File: config.mk
export PLATFORM = sky130hd
export DESIGN_NAME = smb_evt_router
export DESIGN_NICKNAME = d
export VERILOG_FILES = /design/src/rtl/smb_evt_pkg.sv /design/src/rtl/smb_evt_decode.sv /design/src/rtl/smb_evt_status.sv /design/src/rtl/smb_evt_outputs.sv /design/src/rtl/smb_evt_router.sv
export SDC_FILE = /design/constraint.sdc
export NUM_CORES = 1
export LEC_CHECK = 0
export BUFFER_PORTS_ARGS = -buffer_cell sky130_fd_sc_hd__buf_2
export CAP_MARGIN = 20
export CORE_MARGIN = 5
export CORE_UTILIZATION = 39
export DETAILED_ROUTE_END_ITERATION = 12
export PLACE_DENSITY_LB_ADDON = 0.12
export SLEW_MARGIN = 40
export SYNTH_ARGS = -nofsm -noshare
export SYNTH_HDL_FRONTEND = slang
export SYNTH_HIERARCHICAL = 1
export SYNTH_SLANG_ARGS = --single-unit
File: constraint.sdc
create_clock -name clk -period 1.3 [get_ports clk]
set_input_delay 0.065 -clock clk [delete_from_list [all_inputs] [get_ports clk]]
set_output_delay 0.065 -clock clk [all_outputs]
set_load 0.05 [all_outputs]
File: src/rtl/smb_evt_pkg.sv
package smb_evt_pkg;
  localparam int HOST_W_DEF = 4;

  function automatic int idx_slv_smi(input int host_w);
    return host_w;
  endfunction

  function automatic int idx_alert(input int host_w);
    return host_w + 1;
  endfunction

  function automatic int idx_notify(input int host_w);
    return host_w + 2;
  endfunction

  function automatic int sts_width(input int host_w);
    return host_w + 3;
  endfunction
endpackage

File: src/rtl/smb_evt_decode.sv
module smb_evt_decode #(
  parameter int HOST_W = smb_evt_pkg::HOST_W_DEF,
  localparam int STS_W = smb_evt_pkg::sts_width(HOST_W),
  localparam int B_SLV = smb_evt_pkg::idx_slv_smi(HOST_W),
  localparam int B_ALR = smb_evt_pkg::idx_alert(HOST_W),
  localparam int B_NTF = smb_evt_pkg::idx_notify(HOST_W)
) (
  input  logic              asleep,
  input  logic              ev_slv_wake,
  input  logic              ev_link_smi,
  input  logic [HOST_W-1:0] ev_host_sts,
  input  logic              ev_notify,
  input  logic              alert_rise,
  input  logic              en_smi_sel,
  input  logic              en_notify_irq,
  input  logic              en_notify_wake,
  input  logic              en_alert,
  output logic [STS_W-1:0]  set_vec,
  output logic              wake_req
);
  logic slv_smi_set;

  always_comb begin
    // Slave SMI flag: awake slave commands, or notify routed to SMI.
    slv_smi_set = (!asleep && (ev_slv_wake || ev_link_smi)) ||
                  (ev_notify && en_notify_irq && en_smi_sel);
    set_vec                = '0;
    set_vec[HOST_W-1:0]    = ev_host_sts;
    set_vec[B_SLV]         = slv_smi_set;
    set_vec[B_ALR]         = alert_rise;
    set_vec[B_NTF]         = ev_notify;
    wake_req = asleep && (ev_slv_wake ||
                          (ev_notify && en_notify_wake) ||
                          (alert_rise && en_alert));
  end
endmodule

File: src/rtl/smb_evt_status.sv
module smb_evt_status #(
  parameter int W = 7
) (
  input  logic         clk,
  input  logic         rst_n,
  input  logic [W-1:0] set_vec,
  input  logic         clr_we,
  input  logic [W-1:0] clr_data,
  output logic [W-1:0] sts
);
  for (genvar i = 0; i < W; i++) begin : g_bit
    logic bit_q;
    logic bit_d;
    logic bit_en;

    always_comb begin
      bit_en = set_vec[i] || (clr_we && clr_data[i]);
      // A set in the same cycle as a clear wins.
      bit_d  = set_vec[i];
    end

    always_ff @(posedge clk or negedge rst_n) begin
      if (!rst_n) begin
        bit_q <= 1'b0;
      end else if (bit_en) begin
        bit_q <= bit_d;
      end
    end

    assign sts[i] = bit_q;
  end
endmodule

File: src/rtl/smb_evt_outputs.sv
module smb_evt_outputs #(
  parameter int HOST_W = smb_evt_pkg::HOST_W_DEF,
  localparam int STS_W = smb_evt_pkg::sts_width(HOST_W),
  localparam int B_SLV = smb_evt_pkg::idx_slv_smi(HOST_W),
  localparam int B_ALR = smb_evt_pkg::idx_alert(HOST_W),
  localparam int B_NTF = smb_evt_pkg::idx_notify(HOST_W)
) (
  input  logic [STS_W-1:0] sts,
  input  logic             en_host_irq,
  input  logic             en_smi_sel,
  input  logic             en_notify_irq,
  input  logic             en_alert,
  output logic             irq,
  output logic             smi
);
  logic host_act;
  logic alert_act;
  logic notify_act;

  always_comb begin
    host_act   = en_host_irq && (|sts[HOST_W-1:0]);
    alert_act  = en_alert && sts[B_ALR];
    notify_act = en_notify_irq && sts[B_NTF];
    irq = !en_smi_sel && (host_act || alert_act || notify_act);
    smi = sts[B_SLV] || (en_smi_sel && (host_act || alert_act));
  end
endmodule

File: src/rtl/smb_evt_router.sv
module smb_evt_router #(
  parameter int HOST_W = smb_evt_pkg::HOST_W_DEF,
  localparam int STS_W = smb_evt_pkg::sts_width(HOST_W)
) (
  input  logic              clk,
  input  logic              rst_n,
  input  logic              asleep,
  input  logic              ev_slv_wake,
  input  logic              ev_link_smi,
  input  logic [HOST_W-1:0] ev_host_sts,
  input  logic              ev_notify,
  input  logic              alert_in,
  input  logic              en_host_irq,
  input  logic              en_smi_sel,
  input  logic              en_notify_irq,
  input  logic              en_notify_wake,
  input  logic              en_alert,
  input  logic              clr_we,
  input  logic [STS_W-1:0]  clr_data,
  output logic [STS_W-1:0]  sts,
  output logic              irq,
  output logic              smi,
  output logic              wake
);
  logic             alert_q;
  logic             alert_d;
  logic             alert_rise;
  logic             wake_q;
  logic             wake_d;
  logic             wake_req;
  logic [STS_W-1:0] set_vec;

  always_comb begin
    alert_rise = alert_in && !alert_q;
    alert_d    = alert_in;
    wake_d     = wake_req;
  end

  always_ff @(posedge clk or negedge rst_n) begin
    if (!rst_n) begin
      alert_q <= 1'b0;
      wake_q  <= 1'b0;
    end else begin
      alert_q <= alert_d;
      wake_q  <= wake_d;
    end
  end

  assign wake = wake_q;

  smb_evt_decode #(.HOST_W(HOST_W)) u_decode (
    .asleep         (asleep),
    .ev_slv_wake    (ev_slv_wake),
    .ev_link_smi    (ev_link_smi),
    .ev_host_sts    (ev_host_sts),
    .ev_notify      (ev_notify),
    .alert_rise     (alert_rise),
    .en_smi_sel     (en_smi_sel),
    .en_notify_irq  (en_notify_irq),
    .en_notify_wake (en_notify_wake),
    .en_alert       (en_alert),
    .set_vec        (set_vec),
    .wake_req       (wake_req)
  );

  smb_evt_status #(.W(STS_W)) u_status (
    .clk      (clk),
    .rst_n    (rst_n),
    .set_vec  (set_vec),
    .clr_we   (clr_we),
    .clr_data (clr_data),
    .sts      (sts)
  );

  smb_evt_outputs #(.HOST_W(HOST_W)) u_outputs (
    .sts           (sts),
    .en_host_irq   (en_host_irq),
    .en_smi_sel    (en_smi_sel),
    .en_notify_irq (en_notify_irq),
    .en_alert      (en_alert),
    .irq           (irq),
    .smi           (smi)
  );
endmodule

* Word level (Yosys, flattened, before mapping)
Index checks and enable logic that the tools add are counted.
** Operators by class
- Equality and inequality tests :: 0
- Bitwise logic cells :: 0
- Multiply operators :: 0
- Add/subtract/negate cells :: 0
- Order comparisons :: 0
- Reduce and logical (&&, ||, !) cells :: 37
- Divide/modulo/power cells :: 0
- Multiplexer cells :: 0
- Shift-type cells :: 0
** Operators by type and width (count)
- $logic_and A1 B1 Y1 :: 19
- $logic_or A1 B1 Y1 :: 14
- $reduce_or A4 Y1 :: 1
- $logic_not A1 Y1 :: 3
** Storage, ports and cells
- RAM bits :: 0
- Word-level logic and storage cells :: 46
- Output and inout bits :: 10
- Bits in latches :: 0
- Memory bits (read-only) :: 0
- Input bits :: 24
- Memories :: 0
- Register bits :: 9

* Logic depth before layout (Yosys ltp)
Gate-level depths: netlist (run 1).
- Depth in word-level cells :: 5
- Gate-level depth with buffers :: 4
- Depth with buffers taken out :: 3

* By module
Netlist (run 1), hierarchy kept.
** Modules (own cells, without submodules)
- smb_evt_status :: area each 306.5 µm², seq. area each 175.2 µm², cells an instance 28, instances 1
- smb_evt_decode :: area each 87.6 µm², seq. area each 0.0 µm², cells an instance 12, instances 1
- smb_evt_router :: area each 63.8 µm², seq. area each 50.0 µm², cells an instance 3, instances 1
- smb_evt_outputs :: area each 51.3 µm², seq. area each 0.0 µm², cells an instance 8, instances 1

* Least setup slack after synthesis (run 1)
Ideal clock, no wire load.
- Path type :: flip-flop to output port
- Start point :: register u_status.g_bit[1].bit_q
- End point :: output smi
- Arrival time :: 1.712 ns
- Required time :: 1.235 ns
- Buffers on the path :: 1
- Stages on the path, launching flop included :: 4
- Slack :: -0.477 ns
- Path through :: dfrtp_1 -> buf_4 -> nor4_1 -> o21ai_0
** On the way
- Word-level cells in the longest chain between the ends :: 5
** Ends and longest elaborated chain
- start, declared :: RTL line smb_evt_status.sv:12 : logic bit_q;
- start signal, assigned :: RTL line smb_evt_status.sv:26 : bit_q <= bit_d;
- $reduce_or A4 Y1 :: RTL line smb_evt_outputs.sv:21 : host_act = en_host_irq && (|sts[HOST_W-1:0]);
- $logic_and A1 B1 Y1 :: RTL line smb_evt_outputs.sv:21
- $logic_or A1 B1 Y1 :: RTL line smb_evt_outputs.sv:25 : smi = sts[B_SLV] || (en_smi_sel && (host_act || alert_act));
- $logic_and A1 B1 Y1 :: RTL line smb_evt_outputs.sv:25
- $logic_or A1 B1 Y1 :: RTL line smb_evt_outputs.sv:25
- end, declared :: RTL line smb_evt_router.sv:22 : output logic smi,
No other way between the ends.

* Worst setup path after layout (run 1)
- Start point :: register u_status.g_bit[1].bit_q
- End point :: output irq
** On the way
- Word-level cells in the longest chain between the ends :: 5
** Ends and longest elaborated chain
- $reduce_or A4 Y1 :: RTL line smb_evt_outputs.sv:21
- $logic_and A1 B1 Y1 :: RTL line smb_evt_outputs.sv:21
- $logic_or A1 B1 Y1 (2 in a row) :: RTL line smb_evt_outputs.sv:24 : irq = !en_smi_sel && (host_act || alert_act || notify_act);
- $logic_and A1 B1 Y1 :: RTL line smb_evt_outputs.sv:24
- end, declared :: RTL line smb_evt_router.sv:21 : output logic irq,
No other way between the ends.

==> impl_metrics.json, run 1 <==
{
  "outcome": "complete, but fails checks",
  "violations": "negative setup slack",
  "yosysWarnings": 6,
  "fin_crit_ns": 1.39,
  "stdcell_count": 96,
  "reg2reg_depth": 3,
  "antenna_found_initial": 0,
  "tritoncts": "yes",
  "critPathCaptureType": "output port",
  "power_density_nw_per_um2": 1080,
  "cts_root_buffer": "clkbuf_4",
  "die_h_um": 46.1,
  "dp.cells": 85,
  "num_vias": 445,
  "min_path_cells": 2,
  "final_common_cell": "buf_2",
  "cp_slowest_stage_delay_ns": 0.41,
  "wirelength_um": 1140,
  "hp-start": "ev_notify",
  "p_leak_nw": 0.349,
  "first_pass_iters": 2,
  "netlist.area_leader.share": 0.442,
  "setup_tns_ns": -0.0896,
  "maxSlewHeadroom": 0.819,
  "syn_inst": 51,
  "path_clk_slew_ns": 0.06,
  "grt_max_degree": 10,
  "syn_area_per_cell_sq_um": 9.99,
  "globalRoute.totalOverflow": 0,
  "timing.fmax_mhz": 721,
  "drv_cap": 0,
  "path_class": "flip-flop to output port",
  "grt_usage": 0.124,
  "gp_congestion": 0.683,
  "synth_seq_area_share": 0.442,
  "cts_buffers": 3,
  "final_cell_mix": "buf_2 (31), nand2_1 (10), dfrtp_1 (9), a21o_1 (7), dlygate4sd3_1 (6)",
  "cp_slowest_cell": "dfrtp_1",
  "syn_to_final_growth_pct": 37.6,
  "core-area_sq_um": 1270,
  "cts_buffer_depth": 2,
  "final_area_sq_um": 701,
  "drt_iter0_markers": 2,
  "drive_above_1_share": 0.506,
  "clk_latency_ns": 0.26,
  "worstPathMaxFanout": 4,
  "die_area_sq_um": 2130,
  "fillers": 115,
  "skew_ns": 0.000162,
  "timing.rr.end": "wake$_DFF_PN0_",
  "arrival_ns": 1.32,
  "drc_errors": 0,
  "critPathRequiredTime_ns": 1.24,
  "fin_ws_ns": -0.0864,
  "min_to": "u_status/g_bit[6].bit_q$_DFFE_PN0P_",
  "placedInstanceArea_sq_um": 594,
  "grt_pass1_vias": 462,
  "worstPathCellList": "o41ai_2 > a31oi_2 > buf_6",
  "setup_violations": 2,
  "io_pins": 34,
  "viasPerCell": 4.64,
  "drv_slew": 0,
  "port_buffers": 33,
  "hp-class": "input pin to flip-flop",
  "ant_nets": 0,
  "finalHoldViolations": 0,
  "ys_ff_latch": 9,
  "htree_levels": 1,
  "start_util": 0.401,
  "grt_setup_unrepaired": "true",
  "synth_cell_types": 13,
  "clock_sinks": 9,
  "fin_crit_sh": 1.07,
  "num_rows": 13,
  "cp-start-kind": "flip-flop",
  "grt_pass1_wl_um": 1830,
  "wire_per_inst_um": 11.9,
  "num_antenna_cells": 0,
  "reg2reg_slack_ns": 0.50,
  "ys_top_cells_by_area": "dfrtp_1 (44%), buf_4 (21%), a21o_1 (10%)",
  "fp.dieW_um": 46.1,
  "worst_pin_slew_ns": 0.269,
  "peakVddDrop_v": 0.000527,
  "synth_area_leader_cell": "dfrtp_1",
  "syn_area_sq_um": 509,
  "r2r-start": "alert_q$_DFF_PN0_",
  "final_nets": 106,
  "synth_fp_nets": 75
}
-- through the flow --
step                      setup WS (ns)  utilization  hold WS [ns]  power [mW]
after floorplan                 -0.0974            -        -0.231       0.489
after global placement            0.110        0.468       -0.0723       0.527
after detailed placement          0.119        0.468       -0.0726       0.528
after CTS                        -0.118        0.552        0.0297       0.772
after global routing             -0.152        0.552        0.0346       0.796
final                           -0.0864        0.552        0.0355       0.757
-- metal layers --
| metal | GRT usage | part of all wire | vias to the layer above |
|---|---|---|---|
| met5 | 0 | 0 | - |
| met4 | 0.0682 | 0.012 | 0 |
| met3 | 0.0352 | 0.11 | 2 |
| met2 | 0.209 | 0.46 | 22 |
| met1 | 0.140 | 0.42 | 198 |
| li1 | - | - | 223 |
-- final cells by class --
class,count,area (sq um),area share
Timing Repair Buffer,40,245,0.350
Sequential cell,9,225,0.321
Multi-Input combinational cell,28,185,0.264
Clock buffer,4,26.3,0.0375
Tap cell,15,18.8,0.0268
-- cells by family after synthesis --
| family | synth area share |
|---|---|
| buffers and inverters | 0.206 |
| flip-flops | 0.442 |
| AND/OR/NAND/NOR | 0.143 |
| AO/OA/AOI/OAI | 0.209 |
-- worst max-delay path: cells and delay by family, from the launching register on --
kind,cells,cell delay (ns)
DFF,1,0.41
buffers and inverters,1,0.17
AOI/OAI and AO/OA,2,0.49
-- cell usage after synthesis --
library cell,number
a21o_1,7
a221oi_2,1
a31oi_1,2
buf_4,14
dfrtp_1,9
nand2_1,10
nand3_1,1
nor2_1,1
nor2b_1,1
nor2b_4,1
nor4_1,1
o21ai_0,2
o41ai_2,1
-- sequential cells by signal, summed over array words and instances (netlist names) --
signal and cells:
u_status/g_bit.bit_q 7, wake 1, alert_q 1
-- timing repair --
| item | CTS | global route |
|---|---|---|
| buffers inserted | 1 | 0 |
| pin swaps | 2 | 1 |
| endpoints found under the setup margin | 2 | 2 |
| gates resized for setup | 4 | 0 |
| hold buffers | 6 | 0 |
| hold endpoints to repair | 14 | 0 |
-- worst max path at each step --
stage / from / endpoint / slack [ns]
finish: u_status/g_bit[1].bit_q$_DFFE_PN0P_ / irq / -0.09
global route: u_status/g_bit[1].bit_q$_DFFE_PN0P_ / irq / -0.15
global placement: u_status/g_bit[1].bit_q$_DFFE_PN0P_ / irq / 0.11
detailed placement: u_status/g_bit[1].bit_q$_DFFE_PN0P_ / irq / 0.12
floorplan: u_status/g_bit[1].bit_q$_DFFE_PN0P_ / smi / -0.1
CTS: u_status/g_bit[0].bit_q$_DFFE_PN0P_ / irq / -0.12
-- power breakdown --
group	leakage, nW	total [mW]	internal [mW]	switching, mW
Combinational	0.239	0.226	0.0860	0.140
Sequential	0.0957	0.319	0.301	0.0178
Clock	0.0150	0.213	0.118	0.0948
Total	0.349	0.757	0.505	0.252
Power figures use the tool's default switching activity.
==> inputs of run 2 (changes only) <==
==> constraint.sdc (replaced) <==
create_clock -name clk -period 1.5 [get_ports clk]
set_input_delay 0.225 -clock clk [delete_from_list [all_inputs] [get_ports clk]]
set_output_delay 0.225 -clock clk [all_outputs]
set_load 0.05 [all_outputs]
==> impl_metrics.json, run 2 (synthesized netlist as in run 1, its figures left out) <==
{
  "final_common_cell": "buf_2",
  "wire_per_inst_um": 13.0,
  "cp_slowest_cell": "dfrtp_1",
  "arrival_ns": 1.34,
  "fin_ws_ns": -0.0664,
  "pre_cts_ws_ns": 0.161,
  "critPathRequiredTime_ns": 1.27,
  "critPathCaptureType": "output port",
  "worstPathCellList": "o41ai_2 > a31oi_2 > buf_6",
  "num_rows": 13,
  "path_class": "flip-flop to output port",
  "pwr-share-clk": 0.285,
  "fp.dieW_um": 46.1,
  "globalRoute.totalOverflow": 0,
  "first_pass_iters": 3,
  "stdcell_count": 92,
  "grt_pass1_wl_um": 1810,
  "tritoncts": "yes",
  "hp-class": "input pin to flip-flop",
  "grt_usage": 0.123,
  "final_nets": 102,
  "drt_iter0_markers": 4,
  "p_leak_nw": 0.331,
  "placedInstanceArea_sq_um": 594,
  "p_total_uw": 651,
  "num_antenna_cells": 0,
  "skew_ns": 0.000162,
  "finalHoldViolations": 0,
  "largest_reg_flops": 7,
  "power_density_nw_per_um2": 985,
  "cts_buffers": 3,
  "outcome": "complete, but fails checks",
  "cp_slowest_stage_delay_ns": 0.42,
  "clk_latency_ns": 0.26,
  "drv_slew": 0,
  "io_pins": 34,
  "dp.cells": 85,
  "violations": "negative setup slack",
  "grt_max_degree": 10,
  "internal_power_uw": 430,
  "start_util": 0.401,
  "port_buffers": 33,
  "die_h_um": 46.1,
  "worstPathMaxFanout": 4,
  "fin_crit_ns": 1.57,
  "timing.fmax_mhz": 638,
  "cts_root_buffer": "clkbuf_4",
  "drc_errors": 0,
  "wirelength_um": 1190,
  "largest-register": "u_status/g_bit.bit_q",
  "maxSlewHeadroom": 0.819,
  "drive_above_1_share": 0.558,
  "final_area_sq_um": 661,
  "drv_cap": 0,
  "antenna_found_initial": 0,
  "grt_pass1_vias": 445,
  "htree_levels": 1,
  "cp-start-kind": "flip-flop",
  "fin_crit_sh": 1.04,
  "sw_frac_of_total": 0.339,
  "viasPerCell": 4.70,
  "syn_to_final_growth_pct": 29.7,
  "grt_setup_unrepaired": "true",
  "gp_congestion": 0.683,
  "seq_power_share": 0.426,
  "p_sw_uw": 221,
  "num_vias": 432,
  "setup_violations": 1,
  "ant_nets": 0,
  "path_clk_slew_ns": 0.06,
  "core-area_sq_um": 1270,
  "die_area_sq_um": 2130,
  "final_cell_mix": "buf_2 (31), nand2_1 (10), dfrtp_1 (9), a21o_1 (7)",
  "worst_pin_slew_ns": 0.269,
  "cts_buffer_depth": 2,
  "clock_sinks": 9,
  "dpl.hpwl_um": 920,
  "pwr-share-comb": 0.289,
  "peakVddDrop_v": 0.000457
}
==> run 2: changes by cell type in the layout (fill, tap and decap cells not counted), sizes merged <==
cell and change:
buf +1, dlygate4sd3 -5
==> run 2: metrics by stage <==
| step | utilization | hold WS, ns | TNS, ns |
|---|---|---|---|
| 2_1_floorplan | - | -0.0706 | -0.0574 |
| 3_3_place_gp | 0.468 | 0.0878 | 0 |
| 3_5_place_dp | 0.468 | 0.0893 | 0 |
| 4_1_cts | 0.516 | 0.0758 | -0.0729 |
| 5_1_grt | 0.521 | 0.0858 | -0.201 |
| 6_report | 0.521 | 0.0853 | -0.0664 |
==> run 2: repair_timing <==
action | in CTS | in global routing
pin swaps | 1 | 1
setup endpoints to repair | 1 | 2
hold buffers | 1 | 0
hold endpoints to repair | 9 | 0
buffers inserted | 2 | 0
resized for setup | 3 | 1
==> run 2: final cells by class <==
| type | instances | area (sq um) |
|---|---|---|
| Timing Repair Buffer | 36 | 199 |
| Sequential cell | 9 | 225 |
| Tap cell | 15 | 18.8 |
| Multi-Input combinational cell | 28 | 191 |
| Fill cell | 125 | 608 |
| Clock buffer | 4 | 26.3 |
==> run 2: path summary, 6_finish.rpt <==
check,startpoint,to,slack (ns),cells after the start
worst max-delay path,u_status/g_bit[1].bit_q$_DFFE_PN0P_,irq,-0.07,3
worst min-delay path,alert_in,alert_q$_DFF_PN0_,0.09,1
worst max register to register,u_status/g_bit[0].bit_q$_DFFE_PN0P_,u_status/g_bit[0].bit_q$_DFFE_PN0P_,0.69,2
worst min register to register,u_status/g_bit[4].bit_q$_DFFE_PN0P_,u_status/g_bit[4].bit_q$_DFFE_PN0P_,0.52,1
max in group asynchronous,rst_n,u_status/g_bit[3].bit_q$_DFFE_PN0P_,0.97,2
min in group asynchronous,rst_n,wake$_DFF_PN0_,0.36,2
==> run 2: routing by layer <==
metal | share of wire | wire (um) | track usage
met1 | 0.41 | 487 | 0.145
met2 | 0.49 | 585 | 0.203
met3 | 0.087 | 104 | 0.0273
met4 | 0.012 | 14 | 0.0682
met5 | 0 | 0 | 0
==> run 2: power by group through the flow <==
stage,sequential (mW),combinational [mW],clock (mW)
CTS,0.276,0.190,0.199
global route,0.280,0.201,0.206
floorplan,0.279,0.144,0
finish,0.277,0.188,0.185
detailed placement,0.281,0.176,0
global placement,0.281,0.175,0
==> run 2: worst max-delay path: cells and delay by family, from the launching register on <==
| family | cells | cell delay [ns] |
|---|---|---|
| buf+inv | 1 | 0.17 |
| compound gates | 2 | 0.49 |
| flops | 1 | 0.42 |
